[config.mk]
export PLATFORM = sky130hd
export DESIGN_NAME = grouped_eint_ctrl
export DESIGN_NICKNAME = d
export VERILOG_FILES = /design/src/rtl/eint_pkg.sv /design/src/rtl/eint_sync.sv /design/src/rtl/eint_detect.sv /design/src/rtl/eint_regs.sv /design/src/rtl/grouped_eint_ctrl.sv
export SDC_FILE = /design/constraint.sdc
export NUM_CORES = 1
export LEC_CHECK = 0
export BUFFER_PORTS_ARGS = -buffer_cell sky130_fd_sc_hd__buf_2
export CORE_ASPECT_RATIO = 0.9
export CORE_MARGIN = 2
export CORE_UTILIZATION = 62
export CTS_CLUSTER_DIAMETER = 50
export DETAILED_ROUTE_END_ITERATION = 8
export GPL_ROUTABILITY_DRIVEN = 0
export GPL_TIMING_DRIVEN = 0
export HOLD_SLACK_MARGIN = 0.1
export PLACE_DENSITY = 0.84
export SLEW_MARGIN = 20
export SYNTH_ARGS = -nofsm -noshare
export SYNTH_HDL_FRONTEND = slang
export SYNTH_SLANG_ARGS = --single-unit
[constraint.sdc]
create_clock -name clk -period 3.3 [get_ports clk]
set_input_delay 0.33 -clock clk [delete_from_list [all_inputs] [get_ports clk]]
set_output_delay 0.33 -clock clk [all_outputs]
set_load 0.03 [all_outputs]
[src/rtl/eint_pkg.sv]
// Shared definitions for the grouped external interrupt controller.
// Assumes trigger fields are 3 bits on a 4-bit pitch, one per line pair.
package eint_pkg;

    typedef enum logic [1:0] {
        REG_CFG_LO = 2'd0,
        REG_CFG_HI = 2'd1,
        REG_MASK   = 2'd2,
        REG_PEND   = 2'd3
    } eint_reg_e;

    // Decide whether a line fires this cycle from its trigger code and samples.
    function automatic logic trig_hit(input logic [2:0] sel,
                                      input logic       cur,
                                      input logic       prev);
        logic hit;
        case (sel[2:1])
            2'b00:   hit = sel[0] ? cur : ~cur;
            2'b01:   hit = prev & ~cur;
            2'b10:   hit = ~prev & cur;
            default: hit = prev ^ cur;
        endcase
        return hit;
    endfunction

    // Writable-bit mask of a trigger register holding the given number of lines.
    function automatic logic [31:0] field_mask(input int lines);
        logic [31:0] m;
        m = '0;
        for (int k = 0; k < lines; k++) begin
            m[(k / 2) * 4 +: 3] = 3'b111;
        end
        return m;
    endfunction

endpackage

[src/rtl/eint_sync.sv]
// Multi-stage synchroniser for a vector of asynchronous pins.
// Assumes each bit is independent; no reset so the chain tracks pins during reset.
module eint_sync #(
    parameter int WIDTH  = 28,
    parameter int STAGES = 2
) (
    input  logic             clk,
    input  logic [WIDTH-1:0] d,
    output logic [WIDTH-1:0] q
);

    logic [WIDTH-1:0] chain [STAGES];

    // Shift the pin samples through the flop chain.
    always_ff @(posedge clk) begin
        chain[0] <= d;
        for (int s = 1; s < STAGES; s++) begin
            chain[s] <= chain[s-1];
        end
    end

    assign q = chain[STAGES-1];

endmodule

[src/rtl/eint_detect.sv]
// Per-line level and edge detection.
// Assumes lvl is already synchronised; the trigger field of local line k is
// at bit (k/2)*4 of the register that holds that line.
module eint_detect
    import eint_pkg::*;
#(
    parameter int LINES    = 28,
    parameter int LO_LINES = 16
) (
    input  logic             clk,
    input  logic             rst_n,
    input  logic [LINES-1:0] lvl,
    input  logic [31:0]      cfg_lo,
    input  logic [31:0]      cfg_hi,
    output logic [LINES-1:0] evt
);

    logic [LINES-1:0] prev;
    logic             unused_cfg;

    // Keep the previous synchronised sample for edge comparison.
    always_ff @(posedge clk) begin
        prev <= lvl;
    end

    assign unused_cfg = ^{cfg_lo, cfg_hi};

    for (genvar i = 0; i < LINES; i++) begin : g_line
        localparam int LOC = (i < LO_LINES) ? i : i - LO_LINES;
        localparam int SH  = (LOC / 2) * 4;
        logic [2:0] sel;

        if (i < LO_LINES) begin : g_lo
            assign sel = cfg_lo[SH +: 3];
        end else begin : g_hi
            assign sel = cfg_hi[SH +: 3];
        end

        assign evt[i] = trig_hit(sel, lvl[i], prev[i]);

        assert_fall_dir_R4: assert property (@(posedge clk) disable iff (!rst_n)
            (sel[2:1] == 2'b01 && evt[i]) |-> (!lvl[i] && $past(lvl[i])));
        assert_rise_dir_R5: assert property (@(posedge clk) disable iff (!rst_n)
            (sel[2:1] == 2'b10 && evt[i]) |-> (lvl[i] && !$past(lvl[i])));
        assert_any_edge_R6: assert property (@(posedge clk) disable iff (!rst_n)
            (sel[2:1] == 2'b11 && evt[i]) |-> (lvl[i] != $past(lvl[i])));
    end

endmodule

[src/rtl/eint_regs.sv]
// Register file: two trigger registers, mask, pending with write-one-to-clear.
// Assumes an event and a clear in the same cycle resolve to set.
module eint_regs
    import eint_pkg::*;
#(
    parameter int LINES    = 28,
    parameter int LO_LINES = 16
) (
    input  logic             clk,
    input  logic             rst_n,
    input  logic             wr,
    input  logic [1:0]       addr,
    input  logic [31:0]      wdata,
    input  logic [LINES-1:0] evt,
    output logic [31:0]      rdata,
    output logic [31:0]      cfg_lo,
    output logic [31:0]      cfg_hi,
    output logic [LINES-1:0] mask_q,
    output logic [LINES-1:0] pend_q
);

    localparam logic [31:0] LO_WM = field_mask(LO_LINES);
    localparam logic [31:0] HI_WM = field_mask(LINES - LO_LINES);

    logic [LINES-1:0] clr;

    // Bus writes to trigger and mask registers.
    always_ff @(posedge clk) begin
        if (!rst_n) begin
            cfg_lo <= '0;
            cfg_hi <= '0;
            mask_q <= '1;
        end else if (wr) begin
            case (eint_reg_e'(addr))
                REG_CFG_LO: cfg_lo <= wdata & LO_WM;
                REG_CFG_HI: cfg_hi <= wdata & HI_WM;
                REG_MASK:   mask_q <= wdata[LINES-1:0];
                default:    ;
            endcase
        end
    end

    assign clr = (wr && eint_reg_e'(addr) == REG_PEND) ? wdata[LINES-1:0] : '0;

    // Latch events into pending; set takes priority over clear.
    always_ff @(posedge clk) begin
        if (!rst_n) begin
            pend_q <= '0;
        end else begin
            pend_q <= evt | (pend_q & ~clr);
        end
    end

    // Combinational readback of the addressed register.
    always_comb begin
        rdata = '0;
        case (eint_reg_e'(addr))
            REG_CFG_LO: rdata = cfg_lo;
            REG_CFG_HI: rdata = cfg_hi;
            REG_MASK:   rdata[LINES-1:0] = mask_q;
            default:    rdata[LINES-1:0] = pend_q;
        endcase
    end

    assert_reset_state_R1: assert property (@(posedge clk)
        !rst_n |=> (pend_q == '0 && mask_q == '1 && cfg_lo == '0 && cfg_hi == '0));
    assert_clear_one_R7: assert property (@(posedge clk) disable iff (!rst_n)
        (wr && addr == 2'd3) |=> ((pend_q & $past(wdata[LINES-1:0]) & ~$past(evt)) == '0));
    assert_set_wins_R8: assert property (@(posedge clk) disable iff (!rst_n)
        (|evt) |=> (($past(evt) & ~pend_q) == '0));
    assert_mask_write_R9: assert property (@(posedge clk) disable iff (!rst_n)
        (wr && addr == 2'd2) |=> (mask_q == $past(wdata[LINES-1:0])));

endmodule

[src/rtl/grouped_eint_ctrl.sv]
// Top: synchroniser, detector, register file and grouped request outputs.
// Assumes four groups bounded by GRP1_START, GRP2_START, GRP3_START, NUM_LINES.
module grouped_eint_ctrl #(
    parameter int NUM_LINES   = 28,
    parameter int LO_LINES    = 16,
    parameter int SYNC_STAGES = 2,
    parameter int GRP1_START  = 4,
    parameter int GRP2_START  = 12,
    parameter int GRP3_START  = 20
) (
    input  logic                 clk,
    input  logic                 rst_n,
    input  logic [NUM_LINES-1:0] ext_pins,
    input  logic                 bus_wr,
    input  logic [1:0]           bus_addr,
    input  logic [31:0]          bus_wdata,
    output logic [31:0]          bus_rdata,
    output logic [3:0]           irq_grp
);

    localparam int NUM_GROUPS = 4;

    logic [NUM_LINES-1:0] lvl;
    logic [NUM_LINES-1:0] evt;
    logic [NUM_LINES-1:0] mask_q;
    logic [NUM_LINES-1:0] pend_q;
    logic [NUM_LINES-1:0] live;
    logic [31:0]          cfg_lo;
    logic [31:0]          cfg_hi;

    eint_sync #(.WIDTH(NUM_LINES), .STAGES(SYNC_STAGES)) u_sync (
        .clk (clk),
        .d   (ext_pins),
        .q   (lvl)
    );

    eint_detect #(.LINES(NUM_LINES), .LO_LINES(LO_LINES)) u_detect (
        .clk    (clk),
        .rst_n  (rst_n),
        .lvl    (lvl),
        .cfg_lo (cfg_lo),
        .cfg_hi (cfg_hi),
        .evt    (evt)
    );

    eint_regs #(.LINES(NUM_LINES), .LO_LINES(LO_LINES)) u_regs (
        .clk    (clk),
        .rst_n  (rst_n),
        .wr     (bus_wr),
        .addr   (bus_addr),
        .wdata  (bus_wdata),
        .evt    (evt),
        .rdata  (bus_rdata),
        .cfg_lo (cfg_lo),
        .cfg_hi (cfg_hi),
        .mask_q (mask_q),
        .pend_q (pend_q)
    );

    assign live = pend_q & ~mask_q;

    for (genvar g = 0; g < NUM_GROUPS; g++) begin : g_grp
        localparam int GLO = (g == 0) ? 0 : (g == 1) ? GRP1_START :
                             (g == 2) ? GRP2_START : GRP3_START;
        localparam int GHI = (g == 0) ? GRP1_START - 1 : (g == 1) ? GRP2_START - 1 :
                             (g == 2) ? GRP3_START - 1 : NUM_LINES - 1;
        assign irq_grp[g] = |live[GHI:GLO];
    end

    assert_all_masked_quiet_R11: assert property (@(posedge clk) disable iff (!rst_n)
        (&mask_q) |-> (irq_grp == 4'b0000));
    assert_no_group_without_pending_R11: assert property (@(posedge clk) disable iff (!rst_n)
        (pend_q == '0) |-> (irq_grp == 4'b0000));

endmodule

# Word-level counts from Yosys, hierarchy flattened
# Memories as Yosys holds them, arrays and structs flattened.
# Cells that the tools add are included.
totals:
  out_inout_bits: 36
  mem_count: 1
  ram_bits: 56
  word_cells: 264
  reg_bits: 126
  in_bits: 65
op_classes:
  n_reduce_logical: 23
  bitwise: 145
  n_eq_ne: 31
  mux: 59
mem_list:
  columns: ["name", "depth", "word_bits", "rd", "rd_ports_with_merged_regs", "wr", "line", "text"]
  rows:
  - ["u_sync.chain", 2, 28, 2, 0, 2, "eint_sync.sv:12", "logic [WIDTH-1:0] chain [STAGES];"]
ops:
  columns: ["op", "count"]
  rows:
  - ["1-bit one-hot mux with 3 select lines", 28]
  - ["28-bit one-hot mux with 3 select lines", 1]
  - ["1-bit bitwise AND", 56]
  - ["28-bit bitwise AND", 2]
  - ["1-bit NOT", 56]
  - ["28-bit NOT", 2]
  - ["2-bit == test (second input constant)", 16]
  - ["2-bit by 1-bit == test with 1-bit output (second input constant)", 15]
  - ["2-bit logical NOT", 15]
  - ["1-bit two-way mux", 28]
  - ["28-bit two-way mux", 1]
  - ["28-bit OR", 1]
  - ["1-bit bitwise XOR", 28]
  - ["8-bit OR reduction", 3]
  - ["2-bit AND reduction", 3]
  - ["4-bit OR reduction", 1]
  - ["3-bit two-way mux", 1]
  - ["1-bit logical AND", 1]

# Longest topological paths before layout
# Gate-level depths: netlist of the first run.
logic_depth:
  depth_word: 6
  ltp_mapped: 6
  mapped_depth_nobuf: 5

# By module
# A second synthesis of the first run with hierarchy kept.
hier_totals:
  hier_cells: 842
  area_unflattened_um2: 8634.5
by_module_without_submodules:
  columns: ["module", "seq_area_each_um2", "area_each_um2", "cells_each", "n_inst"]
  rows:
  - ["eint_regs", 1961.9, 4631.9, 489, 1]
  - ["eint_detect", 560.5, 2452.4, 224, 1]
  - ["eint_sync", 1121.1, 1331.3, 84, 1]
  - ["grouped_eint_ctrl", 0.0, 219.0, 45, 1]

# Least setup slack after synthesis of the first run
# OpenSTA, ideal clock, no wires.
synth_timing:
  kind: "input port to output port"
  start: "input port bus_addr[1]"
  end: "output port bus_rdata[11]"
  slack_ns: 1.547
  n_path_buf: 3
  required_time_ns: 2.970
  arrival_ns: 1.423
  stages: 4
  cell_sequence: "buf_6 > buf_2 > clkbuf_1 > nor2b_1"
synth_between:
  elab_chain_cells: 2
  elab_cells_between_ends: 4
  classes_between: "2 x eq/ne; 1 x mux; 1 x reduce/logical"
synth_rtl:
  columns: ["element", "line", "text"]
  rows:
  - ["start, declared", "grouped_eint_ctrl.sv:15", "input logic [1:0] bus_addr,"]
  - ["2-bit == test (tied with other cells)", "eint_regs.sv:57", "case (eint_reg_e'(addr))"]
  - ["28-bit one-hot mux with 3 select lines (*)", "eint_regs.sv:57", null]
  - ["end, declared", "grouped_eint_ctrl.sv:17", "output logic [31:0] bus_rdata,"]
# Mark *: on every way between the ends. The rest lies on a longest branch, timed or not.

# Final worst setup path of the first run
layout_timing:
  start: "input port bus_addr[1]"
  end: "output port bus_rdata[24]"
# The elaborated chain is that of the path after synthesis.

==> flow_metrics.env, run 1 <==
export IMPL_r2r_end="u_regs.pend_q[22]$_SDFF_PN0_"
export IMPL_drv_cap=0
export IMPL_die_h_um=112
export IMPL_nNetsFinal=1148
export IMPL_comb_power_share_pct=13.8
export IMPL_drive_above_1_share_pct=16.4
export IMPL_post_synth_instance_area_um2=8070
export IMPL_syn_area_per_cell_um2=9.13
export IMPL_clkTransAtPathRegs_ns=0.07
export IMPL_whs_ns=0.134
export IMPL_power_w=0.00493
export IMPL_crit_path_start_kind="primary input"
export IMPL_p_int_w=0.00360
export IMPL_worst_pin_slew_ns=0.765
export IMPL_finalHoldViolCount=0
export IMPL_p_sw_w=0.00133
export IMPL_yosysSeqAreaShare_pct=45.2
export IMPL_antenna_found_initial=1
export IMPL_syn_num_nets=1005
export IMPL_tns_ns=0
export IMPL_ys_seq_elements=182
export IMPL_top_usage_layer="met2"
export IMPL_skew_ns=0.00961
export IMPL_p_clk_share_pct=37.3
export IMPL_sequentialPowerShare_pct=48.9
export IMPL_cp_data_arrival_time_ns=1.89
export IMPL_synth_warnings=0
export IMPL_core_area_um2=12700
export IMPL_met3_usage_pct=9.53
export IMPL_setup_violations=0
export IMPL_numPortBuffers=96
export IMPL_cts_tree="done"
export IMPL_row_count=39
export IMPL_synthCells=884
export IMPL_worstPathRequired_ns=2.97
export IMPL_endpoint="bus_rdata[24]"
export IMPL_cp_startpoint="bus_addr[1]"
export IMPL_min_period_ns=2.22
export IMPL_switching_share_pct=26.9
export IMPL_grt_use_met2_pct=48.6
export IMPL_num_vias=6987
export IMPL_drt_initial_drc_count=890
export IMPL_power_density_nw_per_um2=516
export IMPL_nFillCells=902
export IMPL_multi_input_area_um2=3790
export IMPL_dr_pass1_iters=5
export IMPL_power_leakage_nw=4.49
export IMPL_diodes=0
export IMPL_die_area_um2=13900
export IMPL_synth_edf_count=0
export IMPL_max_freq_mhz=449
export IMPL_final_util_pct=75.3
export IMPL_ioPinCount=101
export IMPL_slew_violations=0
export IMPL_grt_setup_unrepaired="no"
export IMPL_reg2reg_slack_ns=1.83
export IMPL_wire_per_inst_um=17.7
export IMPL_grt_max_degree=17
export IMPL_root_buffer="clkbuf_16"
export IMPL_clk_path_buf_depth=2
export IMPL_final_seq_area_um2=3640
export IMPL_rr_worst_depth=5
export IMPL_grt_pass1_wl_mm=33.7
export IMPL_syn2layout_area_growth_pct=18.4
export IMPL_synth_distinct_cells=40
export IMPL_post_route_period_util_pct=67.4
export IMPL_clock_latency_ns=0.43
export IMPL_hold_path_class="primary input to flip-flop"
export IMPL_critPathCaptureType="primary output"
export IMPL_grt_overflow=0
export IMPL_grt_usage_pct=30.9
export IMPL_numCtsBuffers=17
export IMPL_path_class="primary input to primary output"
export IMPL_postRouteAntennaNets=0
export IMPL_vias_per_cell=5.80
export IMPL_post_cts_resized=0
export IMPL_die_width_um=124
export IMPL_place_hpwl_mm=14.7
export IMPL_vdd_drop_max_mv=0.436
export IMPL_ys_flop_type="dfxtp_1"
export IMPL_final_cell_mix="dfxtp_1 (182), nand2_1 (154), buf_2 (107), a21oi_1 (88), inv_1 (84)"
export IMPL_critPathMaxFanout=10
export IMPL_status="completed"
export IMPL_async_flop_share_pct=0
export IMPL_drc=0
export IMPL_cts_htree_levels=4
export IMPL_layout_cells_non_filler=1204
export IMPL_start_util_pct=63.6
export IMPL_cts_sinks=182
export IMPL_max_slew_margin_rel_pct=49.0
export IMPL_use_met1_pct=39.2
export IMPL_grt_pass1_vias=6674
export IMPL_reg2reg_from="u_sync.chain[0][50]$_DFF_P_"
export IMPL_place_inst=1144
export IMPL_routed_wl_mm=21.4
export IMPL_layout_commonest_cell="dfxtp_1"
layout make-up:
class / instances / share of cell area (%)
Inverter: 85 / 3.34
Clock buffer: 24 / 4.94
Clock inverter: 8 / 0.524
Multi-Input combinational cell: 555 / 39.6
Timing Repair Buffer: 124 / 7.96
Tap cell: 164 / 2.15
Sequential cell: 182 / 38.1
Buffer: 62 / 3.33
how the worst min path moves through the flow:
stage | start | end | slack [ns] | cells past startpoint
floorplan | u_sync.chain[0][0]$_DFF_P_ | u_sync.chain[0][28]$_DFF_P_ | 0.31 | 0
global placement | u_sync.chain[0][4]$_DFF_P_ | u_sync.chain[0][32]$_DFF_P_ | 0.31 | 0
detailed placement | u_sync.chain[0][9]$_DFF_P_ | u_sync.chain[0][37]$_DFF_P_ | 0.31 | 0
CTS | bus_wdata[15] | u_regs.mask_q[15]$_SDFFE_PN1P_ | 0.12 | 3
global route | bus_wdata[15] | u_regs.mask_q[15]$_SDFFE_PN1P_ | 0.14 | 3
finish | bus_wdata[15] | u_regs.mask_q[15]$_SDFFE_PN1P_ | 0.13 | 3
layer usage:
layer | routed length (um) | share of wire, % | vias up
li1 | - | - | 3243
met1 | 8470 | 40 | 3241
met2 | 9730 | 46 | 420
met3 | 2310 | 11 | 83
met4 | 862 | 4.0 | 0
met5 | 0 | 0 | -
power groups by stage:
stage,Sequential (W),Clock (W),Combinational [W]
global route,0.00242,0.00195,0.000731
floorplan,0.00243,0,0.000443
detailed placement,0.00246,0,0.000634
global placement,0.00245,0,0.000617
CTS,0.00241,0.00184,0.000670
finish,0.00241,0.00184,0.000680
timing repair:
action / CTS / global route
setup buffers: 0 / 0
endpoints found under the hold margin: 28 / 0
hold buffers: 28 / 0
stage by stage:
step	setup WS, ns	cell area, um2
2_1_floorplan	1.55	8070
3_3_place_gp	1.12	8750
3_5_place_dp	1.11	8750
4_1_cts	1.11	9560
5_1_grt	1.04	9560
6_report	1.08	9560
state kept, by name, summed over array words and instances, names as in the netlist:
signal	cells
u_regs.mask_q	28
u_regs.cfg_lo	24
u_regs.pend_q	28
u_sync.chain	56
u_detect.prev	28
u_regs.cfg_hi	18
cell usage after synthesis (7+ instances only):
| cell type | number | area (um2) |
|---|---|---|
| inv_1 | 84 | 315 |
| ha_1 | 56 | 701 |
| xor2_1 | 26 | 228 |
| nor3_1 | 26 | 130 |
| o22ai_1 | 12 | 75.1 |
| buf_4 | 9 | 67.6 |
| a21oi_1 | 88 | 440 |
| nand3_1 | 26 | 130 |
| mux2i_1 | 7 | 70.1 |
| a31oi_1 | 22 | 138 |
| buf_2 | 11 | 55.1 |
| clkbuf_1 | 15 | 56.3 |
| nor2_1 | 8 | 30.0 |
| nor2b_1 | 8 | 50.1 |
| nand2_1 | 154 | 578 |
| mux4_2 | 18 | 405 |
| buf_1 | 22 | 82.6 |
| dfxtp_1 | 182 | 3640 |
| nand2b_1 | 40 | 250 |
| o31a_1 | 20 | 175 |
cells by family after synthesis:
logic type	Yosys count	share of synthesized area [%]
simple gates	277	15.9
flops	182	45.2
compound gates	165	12.9
buf+inv	147	7.89
fa+ha+maj	56	8.68
xor+xnor	28	3.04
mux	28	6.31
other cells	1	0.0465
worst max-delay path: stages:
cell	delay, ns
buf_2	0.11
buf_6	0.16
buf_2	0.37
clkbuf_1	0.49
a22o_1	0.23
buf_2	0.20
Note: power is estimated with default switching activity, not from simulation.
==> run 2, diff against run 1 <==
- CORE_UTILIZATION: 62 -> 52
- PLACE_DENSITY: 0.84 -> 0.76
- clock period: 3.3 -> 2 ns (I/O delays scaled with it)
==> run 2 against run 1 <==
  * Clock-buffer cell count down 2
  * Core utilization down 10 points
  * Routed wire length up 1.2%
  * Worst setup slack worse by 1.0 ns
  * Total power up 71%
  * Register-to-register slack worse by 1.3 ns
  * Critical path type is now flip-flop to primary output
  * Sequential cell count unchanged
  * Critical path depth down 3
  * Via count down 1.5%
  * Global-route usage down 4.2 points
  * Non-clock buffer count up 31
==> flow_metrics.env, run 2 (same netlist as run 1, synthesis figures left out) <==
export IMPL_numCtsBuffers=17
export IMPL_syn2layout_area_growth_pct=23.5
export IMPL_cp_startpoint="u_regs.cfg_hi[10]$_SDFFE_PN0P_"
export IMPL_hold_path_class="primary input to flip-flop"
export IMPL_drv_cap=0
export IMPL_status="completed"
export IMPL_row_count=43
export IMPL_crit_path_start_kind="flip-flop"
export IMPL_layout_cells_non_filler=1271
export IMPL_slew_violations=0
export IMPL_p_int_w=0.00619
export IMPL_die_width_um=135
export IMPL_fin_ws_ns=0.0374
export IMPL_cp_data_arrival_time_ns=1.76
export IMPL_antenna_found_initial=0
export IMPL_grt_overflow=0
export IMPL_root_buffer="clkbuf_16"
export IMPL_setup_violations=0
export IMPL_cts_tree="done"
export IMPL_power_leakage_nw=4.65
export IMPL_skew_ns=0.00835
export IMPL_place_hpwl_mm=14.7
export IMPL_path_class="flip-flop to primary output"
export IMPL_largest_reg_flops=56
export IMPL_place_area_um2=8800
export IMPL_grt_setup_unrepaired="no"
export IMPL_postRouteAntennaNets=0
export IMPL_start_util_pct=52.8
export IMPL_top_register="u_sync.chain"
export IMPL_cts_sinks=182
export IMPL_layout_commonest_cell="dfxtp_1"
export IMPL_reg2reg_from="u_regs.cfg_hi[10]$_SDFFE_PN0P_"
export IMPL_drc=0
export IMPL_critPathMaxFanout=10
export IMPL_power_density_nw_per_um2=843
export IMPL_diodes=0
export IMPL_vdd_drop_max_mv=0.727
export IMPL_max_freq_mhz=510
export IMPL_max_slew_margin_rel_pct=49.0
export IMPL_hold_path_cell_count=2
export IMPL_rr_worst_depth=4
export IMPL_routed_wl_mm=21.6
export IMPL_final_cell_mix="dfxtp_1 (182), nand2_1 (154), buf_2 (106), a21oi_1 (88), inv_1 (84)"
export IMPL_worst_pin_slew_ns=0.765
export IMPL_finalHoldViolCount=0
export IMPL_grt_max_degree=17
export IMPL_drt_initial_drc_count=716
export IMPL_hold_end="u_regs.pend_q[16]$_SDFF_PN0_"
export IMPL_p_sw_w=0.00221
export IMPL_core_area_um2=15300
export IMPL_cts_htree_levels=4
export IMPL_post_route_period_util_pct=98.1
export IMPL_grt_pass1_vias=6407
export IMPL_die_h_um=122
export IMPL_vias_per_cell=5.41
export IMPL_final_area_um2=9970
export IMPL_p_clk_share_pct=38.8
export IMPL_tns_ns=0
export IMPL_min_period_ns=1.96
export IMPL_num_vias=6881
export IMPL_clock_latency_ns=0.44
export IMPL_worstPathRequired_ns=1.80
export IMPL_post_place_ws_ns=-0.0282
export IMPL_place_inst=1182
export IMPL_clk_path_buf_depth=2
export IMPL_reg2reg_slack_ns=0.55
export IMPL_hp_start="rst_n"
export IMPL_sequentialPowerShare_pct=47.3
export IMPL_drive_above_1_share_pct=16.5
export IMPL_die_area_um2=16500
export IMPL_r2r_end="u_regs.pend_q[20]$_SDFF_PN0_"
export IMPL_postCtsSetupRepairBufs=0
export IMPL_grt_pass1_wl_mm=33.3
export IMPL_dr_pass1_iters=6
export IMPL_wire_per_inst_um=17.0
export IMPL_numPortBuffers=96
export IMPL_switching_share_pct=26.3
export IMPL_grt_usage_pct=26.7
export IMPL_nNetsFinal=1179
export IMPL_critPathCaptureType="primary output"
export IMPL_clkTransAtPathRegs_ns=0.07
export IMPL_ioPinCount=101
export IMPL_comb_power_share_pct=13.9
[run 2: changes by cell type in the layout (fill, tap and decap cells not counted), sizes merged]
cell	before	now
clkinv	7	6
clkbuf	39	38
inv	85	84
clkinvlp	1	2
bufinv	0	1
dlygate4sd3	28	59
buf	143	142
[run 2: power groups by stage]
stage,Sequential (W),Combinational [W],Clock [W]
after floorplan,0.00400,0.000731,0
after global placement,0.00404,0.00103,0
after detailed placement,0.00405,0.00105,0
after CTS,0.00397,0.00115,0.00328
after global routing,0.00399,0.00127,0.00344
final,0.00397,0.00117,0.00326
[run 2: per-layer routing]
layer  routed length [um]  global-route usage, %  vias to the layer above  part of all wire (%)
met3                 2030                   5.91                       48                   9.4
met2                10100                   43.3                      343                    47
met5                    0                      0                        -                     0
li1                     -                      -                     3304                     -
met4                  531                   11.4                        0                   2.5
met1                 8990                   34.5                     3186                    42
[run 2: worst max-delay path: stages, from the launching register on]
cell	delay (ns)
dfxtp_1	0.31
buf_1	0.24
mux4_2	0.57
buf_2	0.20
[run 2: area by class of cell]
class	instances	area, um2
flip-flops and latches	182	3640
multi-input cells	555	3790
well taps	202	253
inverters	85	319
fillers	1216	5310
repair buffers	155	1070
plain buffers	62	319
clock inverters	8	73.8
clock buffers	22	494
[run 2: per-stage QoR]
step	power (W)	hold WS, ns	util [%]
after floorplan	0.00473	0.228	-
after global placement	0.00507	0.302	57.6
after detailed placement	0.00510	0.304	57.6
after CTS	0.00840	0.125	65.2
after global routing	0.00870	0.130	65.2
final	0.00841	0.135	65.2
[run 2: what timing repair did]
| item | in CTS | in global routing |
|---|---|---|
| resized for setup | 1 | 2 |
| hold endpoints to repair | 98 | 0 |
| hold buffers | 59 | 0 |
| endpoints found under the setup margin | 1 | 1 |
| pin swaps | 0 | 0 |
[run 2: worst max-delay path by stage]
| stage | endpoint | slack [ns] | cells after the start |
|---|---|---|---|
| after global placement | bus_rdata[3] | -0.02 | 6 |
| after floorplan | bus_rdata[11] | 0.51 | 4 |
| after global routing | bus_rdata[10] | 0.001 | 3 |
| after detailed placement | bus_rdata[3] | -0.03 | 6 |
| after CTS | irq_grp[1] | 0.05 | 4 |
| final | bus_rdata[10] | 0.04 | 3 |
==> run 3, diff against run 2 <==
- GPL_TIMING_DRIVEN: 0 -> default
==> run 3 against run 2 <==
  * First-iteration DRC count fell by 31%
  * Routed wire length fell by 9.4%
  * Register-to-register slack got worse by 0.03 ns
  * Hold slack improved by 0.13 ns
  * Global-route usage fell by 2.1 points
  * Die area did not move
  * Sequential cell count did not move
  * Sequential power rose by 1%
  * Largest power group unchanged
==> flow_metrics.env, run 3 (same netlist as run 1, synthesis figures left out) <==
export IMPL_nNetsFinal=1137
export IMPL_cts_htree_levels=4
export IMPL_worstPathRequired_ns=1.80
export IMPL_syn2layout_area_growth_pct=21.7
export IMPL_cp_data_arrival_time_ns=1.72
export IMPL_root_buffer="clkbuf_16"
export IMPL_postRouteAntennaNets=0
export IMPL_top_register="u_sync.chain"
export IMPL_place_hpwl_mm=13.2
export IMPL_grt_overflow=0
export IMPL_reg2reg_from="u_sync.chain[0][44]$_DFF_P_"
export IMPL_die_area_um2=16500
export IMPL_cts_sinks=182
export IMPL_hp_start="bus_wr"
export IMPL_die_h_um=122
export IMPL_largest_reg_flops=56
export IMPL_ioPinCount=101
export IMPL_rr_worst_depth=5
export IMPL_start_util_pct=52.8
export IMPL_numCtsBuffers=17
export IMPL_antenna_found_initial=0
export IMPL_row_count=43
export IMPL_drc=0
export IMPL_routed_wl_mm=19.6
export IMPL_wire_per_inst_um=15.9
export IMPL_crit_path_start_kind="flip-flop"
export IMPL_worstPathCellList="inv_1 > o22ai_1 > or4_1 > buf_2"
export IMPL_clkTransAtPathRegs_ns=0.07
export IMPL_skew_ns=0.00813
export IMPL_grt_pass1_vias=6219
export IMPL_final_cell_mix="dfxtp_1 (182), nand2_1 (154), buf_2 (97), a21oi_1 (88), inv_1 (84)"
export IMPL_drt_initial_drc_count=495
export IMPL_post_route_period_util_pct=96.2
export IMPL_grt_usage_pct=24.6
export IMPL_cts_tree="done"
export IMPL_cp_startpoint="u_regs.pend_q[16]$_SDFF_PN0_"
export IMPL_nFillCells=1248
export IMPL_clk_path_buf_depth=2
export IMPL_vias_per_cell=5.33
export IMPL_power_leakage_nw=4.58
export IMPL_finalHoldViolCount=0
export IMPL_hold_path_cell_count=4
export IMPL_path_class="flip-flop to primary output"
export IMPL_fin_ws_ns=0.0755
export IMPL_drive_above_1_share_pct=16.6
export IMPL_layout_commonest_cell="dfxtp_1"
export IMPL_vdd_drop_max_mv=0.623
export IMPL_hold_path_class="primary input to flip-flop"
export IMPL_tns_ns=0
export IMPL_status="completed"
export IMPL_max_slew_margin_rel_pct=45.0
export IMPL_die_width_um=135
export IMPL_clock_latency_ns=0.43
export IMPL_core_area_um2=15300
export IMPL_drv_cap=0
export IMPL_max_freq_mhz=520
export IMPL_grt_setup_unrepaired="no"
export IMPL_min_period_ns=1.92
export IMPL_dr_pass1_iters=5
export IMPL_cpMaxStageDelayCell="or4_1"
export IMPL_critPathMaxFanout=2
export IMPL_critPathCaptureType="primary output"
export IMPL_max_stage_delay_ns=0.57
export IMPL_setup_violations=0
export IMPL_worst_pin_slew_ns=0.825
export IMPL_slew_violations=0
export IMPL_postCtsSetupRepairBufs=0
export IMPL_numPortBuffers=98
export IMPL_power_density_nw_per_um2=862
export IMPL_post_place_ws_ns=0.316
export IMPL_grt_pass1_wl_mm=31.3
export IMPL_grt_max_degree=55
export IMPL_num_vias=6570
[run 3: worst paths after layout]
| check | to | slack (ns) |
|---|---|---|
| min | u_regs.pend_q[2]$_SDFF_PN0_ | 0.27 |
| min reg2reg | u_sync.chain[0][55]$_DFF_P_ | 0.32 |
| max reg2reg | u_regs.pend_q[16]$_SDFF_PN0_ | 0.52 |
| max | irq_grp[2] | 0.08 |
[run 3: timing repair]
action,CTS,global route
gates resized for setup,0,1
hold buffers,59,0
endpoints found under the setup margin,0,1
hold endpoints to repair,98,0
[run 3: final cells by class]
type	count	area (um2)	area share, %
multi-input cells	555	3790	38.6
flip-flops and latches	182	3640	37.1
repair buffers	175	1220	12.4
clock buffers	19	453	4.61
inverters	85	319	3.25
well taps	202	253	2.57
clock inverters	13	143	1.45
diodes	1	2.50	0.0255
[run 3: report_power, final]
group          internal [W]  switching, W  total (W)
Combinational      0.000485      0.000589    0.00107
Sequential          0.00383      0.000181    0.00401
Clock               0.00192       0.00147    0.00338
[run 3: worst max-delay path: cells and delay by family (launching register included)]
kind / cells / cell delay [ns]
and+or+nand+nor: 1 / 0.57
DFF: 1 / 0.32
buffers and inverters: 2 / 0.29
AOI/OAI and AO/OA: 1 / 0.12
[run 3: metal layers]
| layer | global-route usage (%) | share of wire (%) | up-vias |
|---|---|---|---|
| li1 | - | - | 3222 |
| met4 | 9.96 | 2.5 | 0 |
| met2 | 39.9 | 47 | 262 |
| met3 | 5.62 | 7.0 | 38 |
| met1 | 31.9 | 44 | 3048 |
| met5 | 0 | 0 | - |
[run 3: through the flow]
step	total power [W]	std cells	hold slack, ns	util (%)	instance area [um2]
6_report	0.00847	1232	0.266	64.3	9820
2_1_floorplan	0.00473	884	0.228	-	8070
5_1_grt	0.00880	1231	0.274	64.3	9820
3_3_place_gp	0.00503	1140	0.302	56.5	8630
4_1_cts	0.00850	1231	0.253	64.2	9820
3_5_place_dp	0.00506	1140	0.304	56.5	8630
